[src/rtl/sic_pkg.sv]
package sic_pkg;

    localparam int unsigned BUS_W  = 32;
    localparam int unsigned CODE_W = 6;

    localparam logic [BUS_W-1:0] OFS_PEND     = 32'h0000_0000;
    localparam logic [BUS_W-1:0] OFS_EN_CLR   = 32'h0000_0004;
    localparam logic [BUS_W-1:0] OFS_EN_SET   = 32'h0000_0008;
    localparam logic [BUS_W-1:0] OFS_DET      = 32'h0000_0100;
    localparam logic [BUS_W-1:0] OFS_MON      = 32'h0000_0104;
    localparam logic [BUS_W-1:0] OFS_CFG_BASE = 32'h0000_0180;

    localparam logic [CODE_W-1:0] CODE_LOW  = 6'h01;
    localparam logic [CODE_W-1:0] CODE_HIGH = 6'h02;
    localparam logic [CODE_W-1:0] CODE_FALL = 6'h04;
    localparam logic [CODE_W-1:0] CODE_RISE = 6'h08;
    localparam logic [CODE_W-1:0] CODE_BOTH = 6'h0C;

    typedef enum logic [2:0] {
        SENSE_OFF,
        SENSE_LOW,
        SENSE_HIGH,
        SENSE_FALL,
        SENSE_RISE,
        SENSE_BOTH
    } sense_e;

    typedef struct packed {
        logic level;
        logic prev;
    } sample_t;

    function automatic sense_e decode_sense(input logic [CODE_W-1:0] code);
        case (code)
            CODE_LOW:  return SENSE_LOW;
            CODE_HIGH: return SENSE_HIGH;
            CODE_FALL: return SENSE_FALL;
            CODE_RISE: return SENSE_RISE;
            CODE_BOTH: return SENSE_BOTH;
            default:   return SENSE_OFF;
        endcase
    endfunction

    function automatic logic sense_hit(input sense_e mode, input sample_t s);
        case (mode)
            SENSE_LOW:  return !s.level;
            SENSE_HIGH: return s.level;
            SENSE_FALL: return s.prev && !s.level;
            SENSE_RISE: return !s.prev && s.level;
            SENSE_BOTH: return s.prev != s.level;
            default:    return 1'b0;
        endcase
    endfunction

    function automatic logic [BUS_W-1:0] cfg_offset(input int unsigned idx);
        return OFS_CFG_BASE + BUS_W'(4 * idx);
    endfunction

endpackage

[src/rtl/sic_sync.sv]
module sic_sync #(
    parameter int unsigned NUM_LINES = 32
) (
    input  logic                 clk,
    input  logic                 rst,
    input  logic [NUM_LINES-1:0] pin,
    output logic [NUM_LINES-1:0] level,
    output logic [NUM_LINES-1:0] prev
);
    logic [NUM_LINES-1:0] meta_q;
    logic [NUM_LINES-1:0] level_q;
    logic [NUM_LINES-1:0] prev_q;

    always_ff @(posedge clk) begin
        if (rst) begin
            meta_q  <= '0;
            level_q <= '0;
            prev_q  <= '0;
        end else begin
            meta_q  <= pin;
            level_q <= meta_q;
            prev_q  <= level_q;
        end
    end

    assign level = level_q;
    assign prev  = prev_q;
endmodule

[src/rtl/sic_line.sv]
module sic_line
    import sic_pkg::*;
(
    input  logic              clk,
    input  logic              rst,
    input  logic [CODE_W-1:0] code,
    input  sample_t           smp,
    input  logic              clr,
    output logic              det
);
    sense_e mode;
    logic   hit;
    logic   det_q;

    always_comb begin
        mode = decode_sense(code);
        hit  = sense_hit(mode, smp);
    end

    // A fresh event outranks a software clear on the same edge.
    always_ff @(posedge clk) begin
        if (rst) det_q <= 1'b0;
        else     det_q <= hit | (det_q & ~clr);
    end

    assign det = det_q;
endmodule

[src/rtl/sic_regs.sv]
module sic_regs
    import sic_pkg::*;
#(
    parameter int unsigned NUM_LINES = 32,
    parameter int unsigned ADDR_W    = 12
) (
    input  logic                             clk,
    input  logic                             rst,
    input  logic                             bus_wr,
    input  logic [ADDR_W-1:0]                bus_addr,
    input  logic [BUS_W-1:0]                 bus_wdata,
    output logic [BUS_W-1:0]                 bus_rdata,
    input  logic [NUM_LINES-1:0]             det,
    input  logic [NUM_LINES-1:0]             level,
    output logic [NUM_LINES-1:0]             en,
    output logic [NUM_LINES-1:0]             det_clr,
    output logic [NUM_LINES-1:0][CODE_W-1:0] code
);
    logic [BUS_W-1:0]     addr_w;
    logic [NUM_LINES-1:0] wmask;
    logic [NUM_LINES-1:0] en_q;
    logic [BUS_W-1:0]     cfg_q [NUM_LINES];

    assign addr_w = BUS_W'(bus_addr);
    assign wmask  = bus_wdata[NUM_LINES-1:0];

    always_ff @(posedge clk) begin
        if (rst)                                 en_q <= '0;
        else if (bus_wr && addr_w == OFS_EN_SET) en_q <= en_q | wmask;
        else if (bus_wr && addr_w == OFS_EN_CLR) en_q <= en_q & ~wmask;
    end

    assign det_clr = (bus_wr && addr_w == OFS_DET) ? wmask : '0;
    assign en      = en_q;

    for (genvar g = 0; g < NUM_LINES; g++) begin : g_cfg
        localparam logic [BUS_W-1:0] MY_OFS = cfg_offset(g);
        always_ff @(posedge clk) begin
            if (rst)                             cfg_q[g] <= '0;
            else if (bus_wr && addr_w == MY_OFS) cfg_q[g] <= bus_wdata;
        end
        assign code[g] = cfg_q[g][CODE_W-1:0];
    end

    always_comb begin
        bus_rdata = '0;
        if (addr_w == OFS_PEND)
            bus_rdata[NUM_LINES-1:0] = det & en_q;
        else if (addr_w == OFS_EN_CLR || addr_w == OFS_EN_SET)
            bus_rdata[NUM_LINES-1:0] = en_q;
        else if (addr_w == OFS_DET)
            bus_rdata[NUM_LINES-1:0] = det;
        else if (addr_w == OFS_MON)
            bus_rdata[NUM_LINES-1:0] = level;
        else begin
            for (int i = 0; i < NUM_LINES; i++) begin
                if (addr_w == cfg_offset(i)) bus_rdata = cfg_q[i];
            end
        end
    end
endmodule

[src/rtl/sense_irq_ctrl.sv]
module sense_irq_ctrl
    import sic_pkg::*;
#(
    parameter int unsigned NUM_LINES = 32,
    parameter int unsigned ADDR_W    = 12
) (
    input  logic                 clk,
    input  logic                 rst,
    input  logic                 bus_wr,
    input  logic [ADDR_W-1:0]    bus_addr,
    input  logic [31:0]          bus_wdata,
    output logic [31:0]          bus_rdata,
    input  logic [NUM_LINES-1:0] irq_in,
    output logic [NUM_LINES-1:0] irq_out
);
    logic [NUM_LINES-1:0]             lvl_vec;
    logic [NUM_LINES-1:0]             prv_vec;
    logic [NUM_LINES-1:0]             det_vec;
    logic [NUM_LINES-1:0]             en_vec;
    logic [NUM_LINES-1:0]             clr_vec;
    logic [NUM_LINES-1:0][CODE_W-1:0] code_vec;

    sic_sync #(.NUM_LINES(NUM_LINES)) u_sync (
        .clk   (clk),
        .rst   (rst),
        .pin   (irq_in),
        .level (lvl_vec),
        .prev  (prv_vec)
    );

    sic_regs #(.NUM_LINES(NUM_LINES), .ADDR_W(ADDR_W)) u_regs (
        .clk       (clk),
        .rst       (rst),
        .bus_wr    (bus_wr),
        .bus_addr  (bus_addr),
        .bus_wdata (bus_wdata),
        .bus_rdata (bus_rdata),
        .det       (det_vec),
        .level     (lvl_vec),
        .en        (en_vec),
        .det_clr   (clr_vec),
        .code      (code_vec)
    );

    for (genvar g = 0; g < NUM_LINES; g++) begin : g_line
        sample_t smp;
        assign smp.level = lvl_vec[g];
        assign smp.prev  = prv_vec[g];
        sic_line u_line (
            .clk  (clk),
            .rst  (rst),
            .code (code_vec[g]),
            .smp  (smp),
            .clr  (clr_vec[g]),
            .det  (det_vec[g])
        );
    end

    assign irq_out = det_vec & en_vec;
endmodule

[config.mk]
export PLATFORM = sky130hd
export DESIGN_NAME = sense_irq_ctrl
export DESIGN_NICKNAME = d
export VERILOG_FILES = /design/src/rtl/sic_pkg.sv /design/src/rtl/sic_sync.sv /design/src/rtl/sic_line.sv /design/src/rtl/sic_regs.sv /design/src/rtl/sense_irq_ctrl.sv
export SDC_FILE = /design/constraint.sdc
export NUM_CORES = 2
export LEC_CHECK = 0
export ABC_AREA = 0
export ABC_CLOCK_PERIOD_IN_PS = 5800
export BUFFER_PORTS_ARGS = -buffer_cell sky130_fd_sc_hd__buf_2
export CORE_UTILIZATION = 55
export CTS_CLUSTER_DIAMETER = 200
export DETAILED_ROUTE_END_ITERATION = 7
export HOLD_SLACK_MARGIN = 0.15
export PLACE_DENSITY = 0.73
export SKIP_CTS_REPAIR_TIMING = 1
export SLEW_MARGIN = 5
export SYNTH_ARGS = -nofsm -noshare
export SYNTH_HDL_FRONTEND = slang
export SYNTH_SLANG_ARGS = --single-unit
[constraint.sdc]
create_clock -name clk -period 5.8 [get_ports clk]
set_clock_uncertainty 0.05 [all_clocks]
set_input_delay 1.16 -clock clk [delete_from_list [all_inputs] [get_ports clk]]
set_output_delay 1.16 -clock clk [all_outputs]
set_load 0.02 [all_outputs]
Word level (Yosys, flattened, before mapping)
Memories as Yosys holds them, arrays and structs flattened.
Index checks and enable logic that the tools add are counted.
Widths: inputs -> output; s select.
{ "totals": {"reg_bits": 160, "mem_bits_rw": 1024, "input_bits": 79, "output_inout_bits": 64, "wordCells": 956, "mem_count": 1} }
{ "classes": {"eq_ne": 388, "mux": 233, "bitwise": 132, "n_reduce_logical": 166} }
{ "memory_table": {"columns": ["memory", "words", "width", "read_ports", "rd_ports_with_merged_regs", "write_ports", "line", "rtl"], "rows": [
  ["u_regs.cfg_q", 32, 32, 32, 0, 32, "sic_regs.sv:22", "logic [BUS_W-1:0] cfg_q [NUM_LINES];"]
]} }
{ "ops": {"columns": ["cell", "count"], "rows": [
  ["$mux 32", 71],
  ["$pmux 3 s5", 32],
  ["$eq 12x9->1 const B", 34],
  ["$eq 6x4->1 const B", 64],
  ["$eq 3x2->1 const B", 64],
  ["$eq 3x3->1 const B", 64],
  ["$eq 6x1->1 const B", 32],
  ["$eq 6x2->1 const B", 32],
  ["$eq 6x3->1 const B", 32],
  ["$pmux 1 s5", 32],
  ["$logic_and 1x1->1", 99],
  ["$mux 1", 98],
  ["$eq 3x1->1 const B", 32],
  ["$and 32x32->32", 2],
  ["$logic_not 1->1", 64],
  ["$or 1x1->1", 64],
  ["$and 1x1->1", 32],
  ["$logic_not 32->1", 1],
  ["$ne 1x1->1", 32],
  ["$not 1->1", 32],
  ["$not 32->32", 1],
  ["$or 32x32->32", 1],
  ["$eq 12x3->1 const B", 1],
  ["$eq 12x4->1 const B", 1],
  ["other kinds (2)", 2]
]} }

Longest topological paths before layout
{ "logic_depth": {"depth_word": 37, "ltp_mapped": 13, "mapped_depth_nobuf": 8} }

Modules after synthesis
Synthesis repeated with hierarchy kept, for this count alone.
{ "hier_totals": {"cells_unflattened": 5083, "area_unflattened_um2": 58077.0} }
{ "modules_own_cells": {"columns": ["mod", "instances", "cells_each", "area_each_um2", "seq_area_each_um2"], "rows": [
  ["sic_regs", 1, 4337, 51353.0, 31390.1],
  ["sic_line", 32, 16, 122.6, 20.0],
  ["sic_sync", 1, 202, 2600.0, 1921.8],
  ["sense_irq_ctrl", 1, 32, 200.2, 0.0]
]} }

Least setup slack after synthesis
No wires, ideal clock.
{ "synth_timing": {"path_kind": "input -> output", "startpoint": "input port bus_addr[3]", "endpoint": "output port bus_rdata[0]", "arrival_ps": 3634, "t_required_ps": 4590, "path_slack_ps": 956, "cell_stages": 11, "n_path_buf": 3, "path_cell_list": "buf_2 or4_1 buf_4 nor3_4 buf_2 a22oi_1 a311oi_1 o221ai_1 nand4_1 a21oi_1 o21ai_0"} }
{ "synth_between": {"elab_chain_len": 37, "elab_cells_between_ends": 74, "classes_between": "eq/ne (36); mux (36); reduce/logical (2)"} }
{ "synth_rtl": {"columns": ["item", "line", "rtl"], "rows": [
  ["start, declared", "sense_irq_ctrl.sv:10", "input logic [ADDR_W-1:0] bus_addr,"],
  ["$eq 12x9->1", "sic_regs.sv:57", "if (addr_w == cfg_offset(i)) bus_rdata = cfg_q[i];"],
  ["$mux 32 (32 in series)", "sic_regs.sv:57", null],
  ["$mux 32", "sic_regs.sv:53", "else if (addr_w == OFS_MON)"],
  ["$mux 32", "sic_regs.sv:51", "else if (addr_w == OFS_DET)"],
  ["$mux 32", "sic_regs.sv:49", "else if (addr_w == OFS_EN_CLR || addr_w == OFS_EN_SET)"],
  ["$mux 32 (*)", "sic_regs.sv:47", "if (addr_w == OFS_PEND)"],
  ["end, declared", "sense_irq_ctrl.sv:12", "output logic [31:0] bus_rdata,"]
]} }
Every way passes the cells marked *; elsewhere a longest branch is shown, timed or not.

Worst setup path after layout
{ "layout_timing": {"startpoint": "input port bus_addr[1]", "endpoint": "output port bus_rdata[15]"} }
Same word-level chain as after synthesis.

==> impl_results.html <==
<table>
<tr><th>Metric</th><th>Value</th></tr>
<tr><th colspan="2">Timing</th></tr>
<tr><td>Final-report setup violation count</td><td>6</td></tr>
<tr><td>Share of the cycle needed by the critical path after routing</td><td>101.2%</td></tr>
<tr><td>Tightest hold margin</td><td>0.3799 ns</td></tr>
<tr><td>Final Hold Violating Endpoints</td><td>0</td></tr>
<tr><td>Count of pins over their slew limit</td><td>0</td></tr>
<tr><td>Least setup slack across all paths after layout</td><td>-0.06947 ns</td></tr>
<tr><td>Max frequency</td><td>170.4 MHz</td></tr>
<tr><td>Min Clock Period, post-route</td><td>roughly 5.9 ns</td></tr>
<tr><td>Pin slew with the least headroom to its limit</td><td>between 1 and 1.5 ns</td></tr>
<tr><td>Normalized max-slew margin</td><td>10.74%</td></tr>
<tr><th colspan="2">Outcome</th></tr>
<tr><td>Violated checks</td><td>setup timing</td></tr>
<tr><td>Status</td><td>finished with violations</td></tr>
<tr><th colspan="2">Worst setup path</th></tr>
<tr><td>Required time of the critical path</td><td>4.59 ns</td></tr>
<tr><td>Worst setup path startpoint</td><td>bus_addr[1]</td></tr>
<tr><td>Startpoint class of the critical path</td><td>input port</td></tr>
<tr><td>Critical R2R Launch</td><td>u_sync.level[19]</td></tr>
<tr><td>Worst setup path category</td><td>in2out</td></tr>
<tr><td>Largest driver fanout on the critical path</td><td>17</td></tr>
<tr><td>CP endpoint kind</td><td>primary output</td></tr>
<tr><td>Arrival time at the worst endpoint</td><td>4.66 ns</td></tr>
<tr><th colspan="2">Global routing</th></tr>
<tr><td>Number of global-route vias before repair</td><td>41040</td></tr>
<tr><td>Largest net degree at the start of global routing</td><td>between 100 and 150</td></tr>
<tr><td>Total gr overflow</td><td>0</td></tr>
<tr><td>Wire length of the first global-routing pass</td><td>301.1 mm</td></tr>
<tr><td>Antenna violations before repair</td><td>17</td></tr>
<tr><td>Total global routing track utilization</td><td>41.53%</td></tr>
<tr><th colspan="2">Synth</th></tr>
<tr><td>Warnings from Yosys</td><td>0</td></tr>
<tr><td>Mapped Nets</td><td>approximately 4900</td></tr>
<tr><td>Number of enable-type register cells in the synthesized netlist</td><td>roughly 1000</td></tr>
<tr><td>Register area share after synthesis</td><td>61.23%</td></tr>
<tr><td>Async set or reset register ratio after synthesis</td><td>0%</td></tr>
<tr><td>Cell area after synthesis</td><td>55450 sq um</td></tr>
<tr><td>Average size of a mapped cell</td><td>11.54 sq um</td></tr>
<tr><td>Synthesized netlist cell count</td><td>4806</td></tr>
<tr><td>Distinct cell type count after synthesis</td><td>90</td></tr>
<tr><td>Total of flip-flops plus latches after synthesis</td><td>~1200</td></tr>
<tr><td>Most used DFF post-synth</td><td>edfxtp_1</td></tr>
<tr><th colspan="2">Floorplan</th></tr>
<tr><td>Die span in y</td><td>roughly 320 microns</td></tr>
<tr><td>Initial Utilization</td><td>55.45%</td></tr>
<tr><td>I/O pin cnt</td><td>143</td></tr>
<tr><td>Die span in x</td><td>319.5 microns</td></tr>
<tr><td>Core outline area</td><td>100000 sq um</td></tr>
<tr><td>Die area</td><td>between 100000 and 150000 sq um</td></tr>
<tr><td>Number of rows created at floorplan</td><td>around 120</td></tr>
<tr><th colspan="2">Pwr</th></tr>
<tr><td>Cell leakage power</td><td>23.13 nW</td></tr>
<tr><td>PnR Total Power</td><td>0.01847 W</td></tr>
<tr><td>Highest ir drop seen on vdd</td><td>0.3243 mV</td></tr>
<tr><td>P per Cell Area</td><td>roughly 290 nW/um^2</td></tr>
<tr><th colspan="2">Clocking</th></tr>
<tr><td>Clock tree root buffer cell</td><td>clkbuf_16</td></tr>
<tr><td>CTS Buffer Depth</td><td>3</td></tr>
<tr><td>CTS H-Tree Depth</td><td>3</td></tr>
<tr><td>Worst-path clk slew</td><td>0.06 ns</td></tr>
<tr><td>Clock tree from TritonCTS</td><td>built</td></tr>
<tr><td>Number of sinks on the clock net</td><td>1184</td></tr>
<tr><td>TritonCTS Buffers</td><td>121</td></tr>
<tr><td>Insertion delay to the later sink of the worst-skew pair</td><td>about 0.73 ns</td></tr>
<tr><th colspan="2">Detailed routing</th></tr>
<tr><td>Routed wire length</td><td>215.6 mm</td></tr>
<tr><td>Drt wl/cell</td><td>around 33 microns</td></tr>
<tr><td>Iter 0 DRT Violations</td><td>7771</td></tr>
<tr><td>Mean number of vias per cell</td><td>6.802</td></tr>
<tr><td>Remaining DRCs</td><td>0</td></tr>
<tr><td>First-pass iteration count of the detailed router</td><td>8</td></tr>
<tr><td>Number of nets still failing antenna checks after routing</td><td>0</td></tr>
<tr><td>Count of vias placed by the detailed router</td><td>between 40000 and 50000</td></tr>
<tr><th colspan="2">Min path</th></tr>
<tr><td>Type of the worst min-delay path</td><td>reg2reg</td></tr>
<tr><td>Hold path startpoint</td><td>u_sync.meta_q[1]</td></tr>
<tr><th colspan="2">Placed design</th></tr>
<tr><td>Worst setup slack after placement</td><td>-0.5516 ns</td></tr>
<tr><td>Gp weighted congestion</td><td>1.059</td></tr>
<tr><td>Number of input and output port buffers inserted</td><td>142</td></tr>
<tr><td>Post-detail-place hpwl</td><td>144.4 mm</td></tr>
<tr><th colspan="2">Cells and area</th></tr>
<tr><td>Syn-to-layout area delta</td><td>14.52%</td></tr>
<tr><td>Filler cell count in the final layout</td><td>7646</td></tr>
<tr><td>Most common cell after layout, fill and taps aside</td><td>and2_1</td></tr>
<tr><td>Ratio of cells with drive above 1 in the final layout</td><td>14.89%</td></tr>
<tr><td>Top library cells by usage in the layout, fill and taps aside</td><td>1060 x and2_1, 1024 x edfxtp_1, 333 x buf_4</td></tr>
<tr><td>Net count reported at finish</td><td>5184</td></tr>
<tr><th colspan="2">Flow run</th></tr>
<tr><td>Number of maximum-capacitance constraint violations</td><td>0</td></tr>
</table>
[through the flow]
stage             TNS (ns)  util (%)  cell area (sq um)  std cells
2_1_floorplan            0         -              55450       4806
3_3_place_gp        -1.361     59.49              59490       6213
3_5_place_dp        -1.316     59.49              59490       6213
4_1_cts             -1.366     63.38              63380       6433
5_1_grt        -0.00008971     63.48              63480       6436
6_report           -0.1821     63.50              63500       6446
[final timing paths]
kind / endpoint / slack, ns / depth (start not counted)
hold reg to reg: u_sync.level[1] / 0.38 / 1
setup / recovery: bus_rdata[15] / -0.07 / 14
hold / removal: u_sync.level[1] / 0.38 / 1
setup reg to reg: g_line[19].u_line.det / 3.93 / 5
[cell type report]
| type | count | area [sq um] | area share, % |
|---|---|---|---|
| Clock inverter | 49 | 387.9 | 0.6108 |
| Inverter | 73 | 274.0 | 0.4315 |
| Sequential cell | 1184 | 33950 | 53.47 |
| Antenna cell | 10 | 25.02 | 0.03941 |
| Tap cell | 1298 | 1624 | 2.557 |
| Clock buffer | 171 | 3503 | 5.517 |
| Timing Repair Buffer | 505 | 3820 | 6.015 |
| Multi-Input combinational cell | 3156 | 19920 | 31.36 |
[report_power, final]
part	total, W	internal, W	switching (W)
sequential	0.00987	0.00963	0.000241
combinational	0.000819	0.000191	0.000628
clock	0.00779	0.00443	0.00336
[worst max-delay path, stage by stage]
cell and delay (ns):
buf_2 0.29, or4_1 0.26, buf_4 0.38, nor3_1 0.16
buf_4 0.20, a221oi_1 0.42, a21oi_1 0.08, nor4_1 0.46
buf_4 0.19, o311ai_1 0.15, buf_4 0.20, a31oi_1 0.32
o21ai_1 0.18, buf_2 0.19
[cell usage after synthesis (9+ instances only)]
cell,n,share of area (%)
nand4_1,12,0.14
nor4b_1,32,0.51
a211oi_1,53,0.72
o221ai_1,32,0.51
and2_1,1060,12
o22a_1,11,0.17
nor4_1,35,0.39
a22oi_1,115,1.6
ha_1,64,1.4
nor3_1,66,0.60
a222oi_1,46,0.83
a21oi_1,198,1.8
o211ai_1,20,0.27
nand2_1,230,1.6
o21ai_0,142,1.3
or4_1,11,0.15
nor3_2,9,0.16
o22ai_1,201,2.3
buf_1,23,0.16
mux2i_1,18,0.32
dfxtp_1,160,5.8
o31ai_1,9,0.12
nor2b_1,68,0.77
buf_2,41,0.37
a31oi_1,16,0.18
a21o_1,73,0.99
inv_1,72,0.49
a22o_1,30,0.47
nand3_1,80,0.72
clkbuf_1,322,2.2
a221oi_1,44,0.69
nor2_1,317,2.1
a221o_1,14,0.25
edfxtp_1,1024,55
and3_1,9,0.10
[logic make-up after synthesis]
kind of cell / after synthesis / synth area share (%)
buf+inv: 466 / 3.308
mux: 21 / 0.3858
simple gates: 1985 / 20.23
flops: 1184 / 61.23
compound gates: 1086 / 13.40
fa+ha+maj: 64 / 1.444
[routing by layer]
layer / vias up / share of wire (%) / track usage, %
li1: 18150 / - / -
met1: 21290 / 35 / 53.08
met2: 3608 / 43 / 60.77
met3: 787 / 14 / 11.90
met4: 8 / 8.6 / 29.54
met5: - / 0.023 / 0
[state kept, by name (all words and copies together) (netlist names), named ones only]
signal / count
u_regs.cfg_q: 1024
g_line.u_line.det: 32
u_sync.level: 32
u_sync.meta_q: 32
u_sync.prev: 32
No activity file was read; power rests on OpenSTA's default activity.
